**src/rtl/rtc_sec_pkg.sv**
```systemverilog
// Package: shared constants for the seconds RTC.
// Holds the register offsets, the access-size encoding and the constant
// identification words. Offsets are byte offsets within a 4 KiB window.
package rtc_sec_pkg;
    localparam int unsigned DATA_W = 32;
    localparam int unsigned ADDR_W = 12;

    typedef enum logic [1:0] {
        SZ_BYTE = 2'b00,
        SZ_HALF = 2'b01,
        SZ_WORD = 2'b10,
        SZ_RSVD = 2'b11
    } acc_size_e;

    localparam logic [ADDR_W-1:0] OFF_NOW     = 12'h000;
    localparam logic [ADDR_W-1:0] OFF_ALARM   = 12'h004;
    localparam logic [ADDR_W-1:0] OFF_IRQ     = 12'h008;
    localparam logic [ADDR_W-1:0] OFF_LOAD    = 12'h00C;
    localparam logic [ADDR_W-1:0] OFF_ELAPSED = 12'h010;
    localparam logic [ADDR_W-1:0] OFF_IDMASK  = 12'hFD8;
    localparam logic [ADDR_W-1:0] OFF_IDENT   = 12'hFE0;

    localparam logic [DATA_W-1:0] IDENT_WORD  = 32'h0004_1030;
    localparam logic [DATA_W-1:0] IDMASK_WORD = 32'h000F_FFFF;
endpackage

```
**src/rtl/rtc_prescaler.sv**
```systemverilog
// Module: rtc_prescaler
// Produces a one-cycle tick once every CLK_HZ clock cycles.
// The first tick comes CLK_HZ cycles after reset is released.
// Assumes CLK_HZ >= 1; with CLK_HZ of 1 the tick is high in every cycle.
module rtc_prescaler #(
    parameter int unsigned CLK_HZ = 32768
) (
    input  logic clk,
    input  logic rst_n,
    output logic tick
);
    generate
        if (CLK_HZ <= 1) begin : g_direct
            assign tick = 1'b1;
        end else begin : g_div
            localparam int unsigned CNT_W = $clog2(CLK_HZ);
            localparam logic [CNT_W-1:0] LAST = CNT_W'(CLK_HZ - 1);

            logic [CNT_W-1:0] cnt_q;

            // Purpose: count cycles within one second, wrapping at LAST.
            always_ff @(posedge clk) begin
                if (!rst_n) begin
                    cnt_q <= '0;
                end else if (cnt_q == LAST) begin
                    cnt_q <= '0;
                end else begin
                    cnt_q <= cnt_q + 1'b1;
                end
            end

            assign tick = (cnt_q == LAST);

            AST_PRESC_WRAP: assert property (@(posedge clk) disable iff (!rst_n)
                (cnt_q == LAST) |=> (cnt_q == '0));
        end
    endgenerate
endmodule

```
**src/rtl/rtc_sec_counter.sv**
```systemverilog
// Module: rtc_sec_counter
// Holds the absolute seconds count. It advances by one on each prescaler
// tick and wraps modulo 2^DATA_W. It flags a hit when the value it is
// about to take equals the match value.
// Assumes tick is a single-cycle strobe.
module rtc_sec_counter
    import rtc_sec_pkg::*;
(
    input  logic              clk,
    input  logic              rst_n,
    input  logic              tick,
    input  logic [DATA_W-1:0] match_val,
    output logic [DATA_W-1:0] secs,
    output logic              hit
);
    logic [DATA_W-1:0] secs_next;

    assign secs_next = secs + 1'b1;

    // Purpose: advance the absolute seconds on each tick.
    always_ff @(posedge clk) begin
        if (!rst_n) begin
            secs <= '0;
        end else if (tick) begin
            secs <= secs_next;
        end
    end

    // Purpose: detect the step onto the match value.
    assign hit = tick && (secs_next == match_val);

    AST_SEC_HOLD: assert property (@(posedge clk) disable iff (!rst_n)
        !tick |=> (secs == $past(secs)));
    AST_SEC_STEP: assert property (@(posedge clk) disable iff (!rst_n)
        tick |=> (secs == $past(secs) + 32'd1));
endmodule

```
**src/rtl/rtc_irq_ctrl.sv**
```systemverilog
// Module: rtc_irq_ctrl
// Holds the interrupt flag and builds the one-cycle event pulse.
// An alarm hit or a software set raises the flag; a software clear lowers it.
// A set wins over a clear in the same cycle.
// Assumes the request inputs are single-cycle strobes.
module rtc_irq_ctrl (
    input  logic clk,
    input  logic rst_n,
    input  logic hit,
    input  logic sw_set,
    input  logic sw_clr,
    output logic flag,
    output logic pulse
);
    logic raise;

    assign raise = hit || sw_set;

    // Purpose: update the interrupt flag, with set taking priority.
    always_ff @(posedge clk) begin
        if (!rst_n) begin
            flag <= 1'b0;
        end else if (raise) begin
            flag <= 1'b1;
        end else if (sw_clr) begin
            flag <= 1'b0;
        end
    end

    // Purpose: register the event pulse for the cycle after a raise.
    always_ff @(posedge clk) begin
        if (!rst_n) begin
            pulse <= 1'b0;
        end else begin
            pulse <= raise;
        end
    end

    AST_PULSE_FLAG: assert property (@(posedge clk) disable iff (!rst_n)
        pulse |-> flag);
    AST_SW_CLEAR: assert property (@(posedge clk) disable iff (!rst_n)
        (sw_clr && !hit && !sw_set) |=> !flag);
    AST_HIT_RAISE: assert property (@(posedge clk) disable iff (!rst_n)
        hit |=> (flag && pulse));
    AST_FLAG_HOLD: assert property (@(posedge clk) disable iff (!rst_n)
        (!hit && !sw_set && !sw_clr) |=> (flag == $past(flag)));
endmodule

```
**src/rtl/rtc_bus_regs.sv**
```systemverilog
// Module: rtc_bus_regs
// Decodes the bus, holds the match and base registers, and builds the
// read data. Only word-sized accesses act. A transfer happens in a cycle
// where both select and enable are high; read data is combinational in
// that cycle.
module rtc_bus_regs
    import rtc_sec_pkg::*;
(
    input  logic              clk,
    input  logic              rst_n,
    input  logic              bus_sel,
    input  logic              bus_en,
    input  logic              bus_write,
    input  logic [ADDR_W-1:0] bus_addr,
    input  logic [1:0]        acc_size,
    input  logic [DATA_W-1:0] bus_wdata,
    input  logic [DATA_W-1:0] secs,
    input  logic              flag,
    output logic [DATA_W-1:0] match_val,
    output logic              sw_set,
    output logic              sw_clr,
    output logic [DATA_W-1:0] bus_rdata
);
    logic              access;
    logic              is_word;
    logic              wr_en;
    logic              rd_en;
    logic              match_we;
    logic              base_we;
    logic [DATA_W-1:0] match_q;
    logic [DATA_W-1:0] base_q;
    logic [DATA_W-1:0] rd_mux;

    assign access   = bus_sel && bus_en;
    assign is_word  = (acc_size == SZ_WORD);
    assign wr_en    = access && bus_write && is_word;
    assign rd_en    = access && !bus_write && is_word;
    assign match_we = wr_en && (bus_addr == OFF_ALARM);
    assign base_we  = wr_en && (bus_addr == OFF_ELAPSED);
    assign sw_set   = wr_en && (bus_addr == OFF_IRQ) && (bus_wdata != '0);
    assign sw_clr   = wr_en && (bus_addr == OFF_IRQ) && (bus_wdata == '0);

    // Purpose: store the alarm match value.
    always_ff @(posedge clk) begin
        if (!rst_n) begin
            match_q <= '0;
        end else if (match_we) begin
            match_q <= bus_wdata;
        end
    end

    // Purpose: record the absolute seconds as the base of the relative count.
    always_ff @(posedge clk) begin
        if (!rst_n) begin
            base_q <= '0;
        end else if (base_we) begin
            base_q <= secs;
        end
    end

    assign match_val = match_q;

    // Purpose: select the read word by offset; unmapped offsets give zero.
    always_comb begin
        case (bus_addr)
            OFF_NOW:     rd_mux = secs;
            OFF_ALARM:   rd_mux = match_q;
            OFF_IRQ:     rd_mux = {{(DATA_W-1){1'b0}}, flag};
            OFF_LOAD:    rd_mux = '0;
            OFF_ELAPSED: rd_mux = secs - base_q;
            OFF_IDMASK:  rd_mux = IDMASK_WORD;
            OFF_IDENT:   rd_mux = IDENT_WORD;
            default:     rd_mux = '0;
        endcase
    end

    // Purpose: drive read data only for word reads.
    assign bus_rdata = rd_en ? rd_mux : '0;

    AST_NONWORD_ZERO: assert property (@(posedge clk) disable iff (!rst_n)
        (access && !is_word) |-> (bus_rdata == '0));
    AST_MATCH_HOLD: assert property (@(posedge clk) disable iff (!rst_n)
        !match_we |=> $stable(match_q));
    AST_STATUS_UPPER: assert property (@(posedge clk) disable iff (!rst_n)
        (rd_en && bus_addr == OFF_IRQ) |-> (bus_rdata[DATA_W-1:1] == '0));
    AST_BASE_HOLD: assert property (@(posedge clk) disable iff (!rst_n)
        !base_we |=> $stable(base_q));
    AST_SET_CLR_EXCL: assert property (@(posedge clk) disable iff (!rst_n)
        !(sw_set && sw_clr));
endmodule

```
**src/rtl/rtc_sec_top.sv**
```systemverilog
// Module: rtc_sec_top
// Top of the seconds RTC. It wires the prescaler, the seconds counter,
// the interrupt control and the bus register block together.
// Assumes a single clock, with the bus and the timekeeping in the same domain.
module rtc_sec_top #(
    parameter int unsigned CLK_HZ = 32768
) (
    input  logic        clk,
    input  logic        rst_n,
    input  logic        bus_sel,
    input  logic        bus_en,
    input  logic        bus_write,
    input  logic [11:0] bus_addr,
    input  logic [1:0]  acc_size,
    input  logic [31:0] bus_wdata,
    output logic [31:0] bus_rdata,
    output logic        irq,
    output logic        alarm_pulse
);
    import rtc_sec_pkg::*;

    logic              tick;
    logic              hit;
    logic              sw_set;
    logic              sw_clr;
    logic              flag;
    logic [DATA_W-1:0] secs;
    logic [DATA_W-1:0] match_val;

    rtc_prescaler #(.CLK_HZ(CLK_HZ)) presc_i (
        .clk   (clk),
        .rst_n (rst_n),
        .tick  (tick)
    );

    rtc_sec_counter cnt_i (
        .clk       (clk),
        .rst_n     (rst_n),
        .tick      (tick),
        .match_val (match_val),
        .secs      (secs),
        .hit       (hit)
    );

    rtc_irq_ctrl irq_i (
        .clk    (clk),
        .rst_n  (rst_n),
        .hit    (hit),
        .sw_set (sw_set),
        .sw_clr (sw_clr),
        .flag   (flag),
        .pulse  (alarm_pulse)
    );

    rtc_bus_regs regs_i (
        .clk       (clk),
        .rst_n     (rst_n),
        .bus_sel   (bus_sel),
        .bus_en    (bus_en),
        .bus_write (bus_write),
        .bus_addr  (bus_addr),
        .acc_size  (acc_size),
        .bus_wdata (bus_wdata),
        .secs      (secs),
        .flag      (flag),
        .match_val (match_val),
        .sw_set    (sw_set),
        .sw_clr    (sw_clr),
        .bus_rdata (bus_rdata)
    );

    assign irq = flag;

    AST_IRQ_LEVEL: assert property (@(posedge clk) disable iff (!rst_n)
        alarm_pulse |-> irq);
endmodule

```
**config.mk**
```make
export PLATFORM = sky130hd
export DESIGN_NAME = rtc_sec_top
export DESIGN_NICKNAME = d
export VERILOG_FILES = /design/src/rtl/rtc_sec_pkg.sv /design/src/rtl/rtc_prescaler.sv /design/src/rtl/rtc_sec_counter.sv /design/src/rtl/rtc_irq_ctrl.sv /design/src/rtl/rtc_bus_regs.sv /design/src/rtl/rtc_sec_top.sv
export SDC_FILE = /design/constraint.sdc
export NUM_CORES = 1
export LEC_CHECK = 0
export ABC_AREA = 1
export BUFFER_PORTS_ARGS = -buffer_cell sky130_fd_sc_hd__buf_2
export CORE_MARGIN = 1.5
export CORE_UTILIZATION = 55
export DETAILED_ROUTE_END_ITERATION = 16
export PLACE_DENSITY = 0.84
export SETUP_SLACK_MARGIN = 0.02
export SLEW_MARGIN = 20
export SYNTH_ARGS = -nofsm -noshare
export SYNTH_HDL_FRONTEND = slang
export SYNTH_SLANG_ARGS = --single-unit
```
**constraint.sdc**
```tcl
create_clock -name clk -period 3.4 [get_ports clk]
set_input_delay 0.17 -clock clk [delete_from_list [all_inputs] [get_ports clk]]
set_output_delay 0.17 -clock clk [all_outputs]
set_load 0.02 [all_outputs]
```
## Word-level counts from Yosys, hierarchy flattened

Cells that the tools add are included.

- Add/sub/neg operators: 3
- Eq/ne operators: 8
- Muxes and demuxes: 4
- Bitwise logic cells: 1
- Reductions and logical operators: 18

Operators with widths:

| cell | count |
|---|---|
| $pmux 32 s6 | 1 |
| $add 32x1->32 const B | 1 |
| $eq 32x32->1 | 1 |
| $logic_not 32->1 | 1 |
| $mux 32 | 1 |
| $reduce_bool 32->1 | 1 |
| $sub 32x32->32 | 1 |
| $eq 12x12->1 const B | 2 |
| $add 15x1->15 const B | 1 |
| $eq 15x15->1 const B | 1 |
| $eq 12x3->1 const B | 1 |
| $eq 12x4->1 const B | 1 |
| $eq 12x5->1 const B | 1 |
| $logic_not 12->1 | 1 |
| $logic_and 1x1->1 | 11 |
| $eq 2x2->1 const B | 1 |
| $mux 1 | 2 |
| $reduce_bool 2->1 | 1 |
| $reduce_or 2->1 | 1 |
| $logic_not 1->1 | 1 |
| $logic_or 1x1->1 | 1 |
| $not 1->1 | 1 |

- Register bits after elaboration: 113
- Bits of input ports: 51
- Output and inout bits: 34
- Logic and storage cells: 40

## Logic depth before layout (Yosys ltp)

- Depth after elaboration: 7
- Gate-level depth with buffers: 17
- Gate-level depth less buffers: 17

## Cells and area by module

A second synthesis with hierarchy kept.

- Cells, all modules: 1,658
- Area, all modules: 9,648.0 µm²

Modules (own cells, without submodules):

| module | times used | cells an instance | area each (µm²) | seq. area each (µm²) |
|---|---|---|---|---|
| rtc_bus_regs | 1 | 1,013 | 5,859.4 | 1,281.2 |
| rtc_sec_counter | 1 | 526 | 2,936.6 | 640.6 |
| rtc_prescaler | 1 | 112 | 787.0 | 300.3 |
| rtc_irq_ctrl | 1 | 7 | 65.1 | 40.0 |

## Worst setup path before layout

Ideal clock, no wire load.

- Path type: flip-flop to output port
- From: reg cnt_i.secs[0]
- To: out bus_rdata[12]
- Data arrival time: 2.549 ns
- Required time: 3.230 ns
- Slack: 0.681 ns
- Stages on the path, launching flop included: 14
- Buffers on the path: 0
- Cell sequence: dfxtp_1 > inv_2 > ha_1 > fa_1 > inv_1 > nand2_1 > a21oi_1 > a21oi_1 > o21ai_0 > nand2_1 > nand2_1 > o21ai_0 > a21o_1 > a21oi_1

- Longest elaborated chain between the ends: 3

Ends and longest elaborated chain:

| element | RTL line | source |
|---|---|---|
| start: declaration | rtc_sec_counter.sv:13 | `output logic [DATA_W-1:0] secs,` |
| start signal: assignment | rtc_sec_counter.sv:25 | `secs <= secs_next;` |
| $sub 32x32->32 | rtc_bus_regs.sv:70 | `OFF_ELAPSED: rd_mux = secs - base_q;` |
| $pmux 32 s6 | rtc_bus_regs.sv:65 | `case (bus_addr)` |
| $mux 32 | rtc_bus_regs.sv:78 | `assign bus_rdata = rd_en ? rd_mux : '0;` |
| end: declaration | rtc_sec_top.sv:16 | `output logic [31:0] bus_rdata,` |

No other way between the ends.

## Final worst setup path

- From: reg cnt_i.secs[0]
- To: out bus_rdata[22]

Same word-level chain as after synthesis.

==> results_dict.tcl <==
set metrics [dict create \
    core_area_mm2 0.0151 \
    final-hold-violation-count 0 \
    place_ws_ns 0.273 \
    fin_crit_sh_pct 94.5 \
    num_antenna_cells 0 \
    hpwl_um 22400 \
    fmaxAchievable_mhz 311 \
    gp_congestion 1.02 \
    cts_buffers 17 \
    crit_path_end_kind "output port" \
    p_leak_nw 4.46 \
    synth_top_cell_area_share_pct 26.5 \
    worst_pin_slew_ns 1.05 \
    peakVddDrop_v 0.000481 \
    synth_fp_nets 1498 \
    fin_ws_ns 0.188 \
    yosys.area.top_type "dfxtp_1" \
    crit_path_frequent_cell "nand2_1" \
    swShare_pct 24.3 \
    grt_max_degree 65 \
    yosysSeqAreaShare_pct 26.5 \
    nets 1584 \
    cts.sinks 113 \
    cts_tree "done" \
    synth_edf_count 0 \
    p_total_w 0.00338 \
    die-height_um 128 \
    dieArea_mm2 0.0163 \
    rsz0062_at_grt "false" \
    overflow 0 \
    synth_cells 1413 \
    grt_pass1_wl_um 45400 \
    start_util_pct 56.3 \
    netlist_area_mm2 0.00853 \
    p_comb_share_pct 3.1 \
    clk_latency_ns 0.42 \
    worst_setup_path_start_kind "flip-flop" \
    skew_ns 0.00939 \
    setup_viol 0 \
    stdcell_area_mm2 0.00985 \
    synth_cell_type_count 41 \
    path_class "reg2out" \
    io_buffers 84 \
    async_reset_ff_share_pct 0 \
    syn_to_final_growth_pct 15.4 \
    outcome "finished, final reports clean" \
    p_per_area_mw_per_mm2 343 \
    path_clk_slew_ns 0.06 \
    p_sw_w 0.000820 \
    ys_warn_count 0 \
    synthFlopType "dfxtp_1" \
    required_ns 3.23 \
    seqPwrFrac_pct 39.5 \
    p_int_w 0.00256 \
    max_slew_margin_pct 30.0 \
    ys_ff_latch 113 \
    grt_pass1_vias 8835 \
    htree_levels 4 \
    instances_no_fill 1700 \
    yosysMostFrequentCell "nand2_1" \
    cpMaxStageDelayCell "dfxtp_4" \
    holdCritPathClass "in2reg" \
    first_pass_iters 6 \
    drt-initial-drc-count 1062 \
    wl_per_cell_um 17.0 \
    dp.cells 1667 \
    fin_crit_ns 3.21 \
    synth_common_cells "nand2_1, nor2_1, inv_1, nand3_1, a21oi_1" \
    timing.max_cap.violations 0 \
    crit_fanout 8 \
    setup_tns_ns 0 \
    drive_gt1_share_pct 11.6 \
    dpl_cell_area_mm2 0.00918 \
    fp.dieW_um 128 \
    cp_slowest_stage_delay_ns 0.38 \
    ant_nets 0 \
    track_usage_pct 35.9 \
    rows 45 \
    synth_area_leaders "dfxtp_1, nand2_1, nand3_1" \
    cpLargestDelayFamily "compound AO/OA/AOI/OAI gates" \
    critPathArrivalTime_ns 3.04 \
    totalWireLength_um 28900 \
    cts_buffer_depth 2 \
    num_vias 9952 \
    synth_area_per_cell_um2 6.04 \
    drc_errors 0 \
    crit_chain "inv_2 > ha_1 > fa_1 > inv_1 > nand2_1 > a21oi_2 > a21oi_2 > o21bai_2 > nand2_1 > nand2_1 > nand2_1 > nand3b_1 > nand3_1 > a21oi_1 > buf_2" \
    cts-root-buf "clkbuf_16" \
    maxSlewViolCount 0 \
    clkPwrFrac_pct 57.4 \
    crit_buf_inv 3 \
    antenna_found_initial 0 \
    io_pins 85 \
    avgViaCountPerCell 5.85 \
]
[kinds of logic (layout without fill, tap and decap cells)]
group | after synthesis | after routing | synth area share (%)
compound gates | 298 | 298 | 20.0
simple gates | 736 | 736 | 37.6
flops | 113 | 113 | 26.5
xor+xnor | 9 | 9 | 0.924
fa+ha+maj | 34 | 34 | 5.08
buf+inv | 223 | 322 | 9.90
[power by group through the flow]
stage                     Combinational, W  Clock [W]  Sequential, W
final                             0.000106    0.00194        0.00133
after global routing              0.000116    0.00202        0.00133
after CTS                         0.000103    0.00194        0.00133
after detailed placement          0.000102          0        0.00136
after global placement            0.000101          0        0.00136
after floorplan                  0.0000492          0        0.00136
[final timing paths]
kind                            slack [ns]                      to                    from  cells after the start
worst min-delay path                  0.03    regs_i.match_val[21]           bus_wdata[21]                      3
worst min register to register        0.45  presc_i.g_div.cnt_q[0]  presc_i.g_div.cnt_q[0]                      1
worst max-delay path                  0.19           bus_rdata[22]           cnt_i.secs[0]                     15
worst max register to register        0.86              irq_i.flag           cnt_i.secs[7]                     16
[placed cells by master (no fill, tap or decap), drive strengths merged]
| cell type | count |
|---|---|
| o211a | 1 |
| nand4 | 13 |
| o22ai | 29 |
| a21boi | 1 |
| a21oi | 115 |
| nand3b | 8 |
| nor2 | 191 |
| clkinv | 7 |
| ha | 33 |
| o211ai | 3 |
| o21a | 5 |
| bufinv | 3 |
| nor4 | 13 |
| xor2 | 4 |
| clkbuf | 17 |
| fa | 1 |
| xnor2 | 5 |
| nand2 | 345 |
| nor3 | 16 |
| nand3 | 142 |
| and2 | 1 |
| a31oi | 2 |
| o21bai | 3 |
| o221ai | 3 |
| or2 | 7 |
| dfxtp | 113 |
| inv | 192 |
| buf | 103 |
| a21o | 2 |
| a221oi | 12 |
| a211oi | 32 |
| o21ai | 90 |
[sequential cells by signal (all words and copies together) (netlist names)]
name                 flops
cnt_i.secs              32
regs_i.base_q           32
regs_i.match_val        32
presc_i.g_div.cnt_q     15
irq_i.flag               1
irq_i.pulse              1
[stage by stage]
stage          utilization (%)  hold WS (ns)
2_1_floorplan                -         0.308
3_3_place_gp              60.6         0.432
3_5_place_dp              60.6         0.442
4_1_cts                   64.8        0.0308
5_1_grt                   65.0        0.0508
6_report                  65.0        0.0289
[worst register-to-register path, delay by kind of cell, from the launching register on]
kind          cells  cell delay (ns)
simple gates     16             1.93
flops             1             0.57
[timing repair]
| action | in CTS | in global routing |
|---|---|---|
| setup buffers | 0 | 1 |
| gates resized for setup | 4 | 6 |
| pin swaps | 0 | 1 |
| hold buffers | 0 | 0 |
| endpoints found under the setup margin | 9 | 8 |
[per-layer routing]
| metal | vias up | share of wire, % | global-route usage (%) |
|---|---|---|---|
| met2 | 468 | 44 | 56.1 |
| met5 | - | 0 | 0 |
| met3 | 67 | 9.8 | 7.75 |
| li1 | 4906 | - | - |
| met1 | 4511 | 43 | 48.9 |
| met4 | 0 | 3.2 | 12.6 |
[layout make-up]
type / count / area, µm²
clock inverter: 15 / 210
sequential: 113 / 2270
inverter: 187 / 702
clock buffer: 17 / 425
multi-input combinational: 1077 / 5440
tap: 188 / 235
fill: 1420 / 5300
timing repair buffer: 103 / 568
Note: power is estimated with default switching activity, not from simulation.
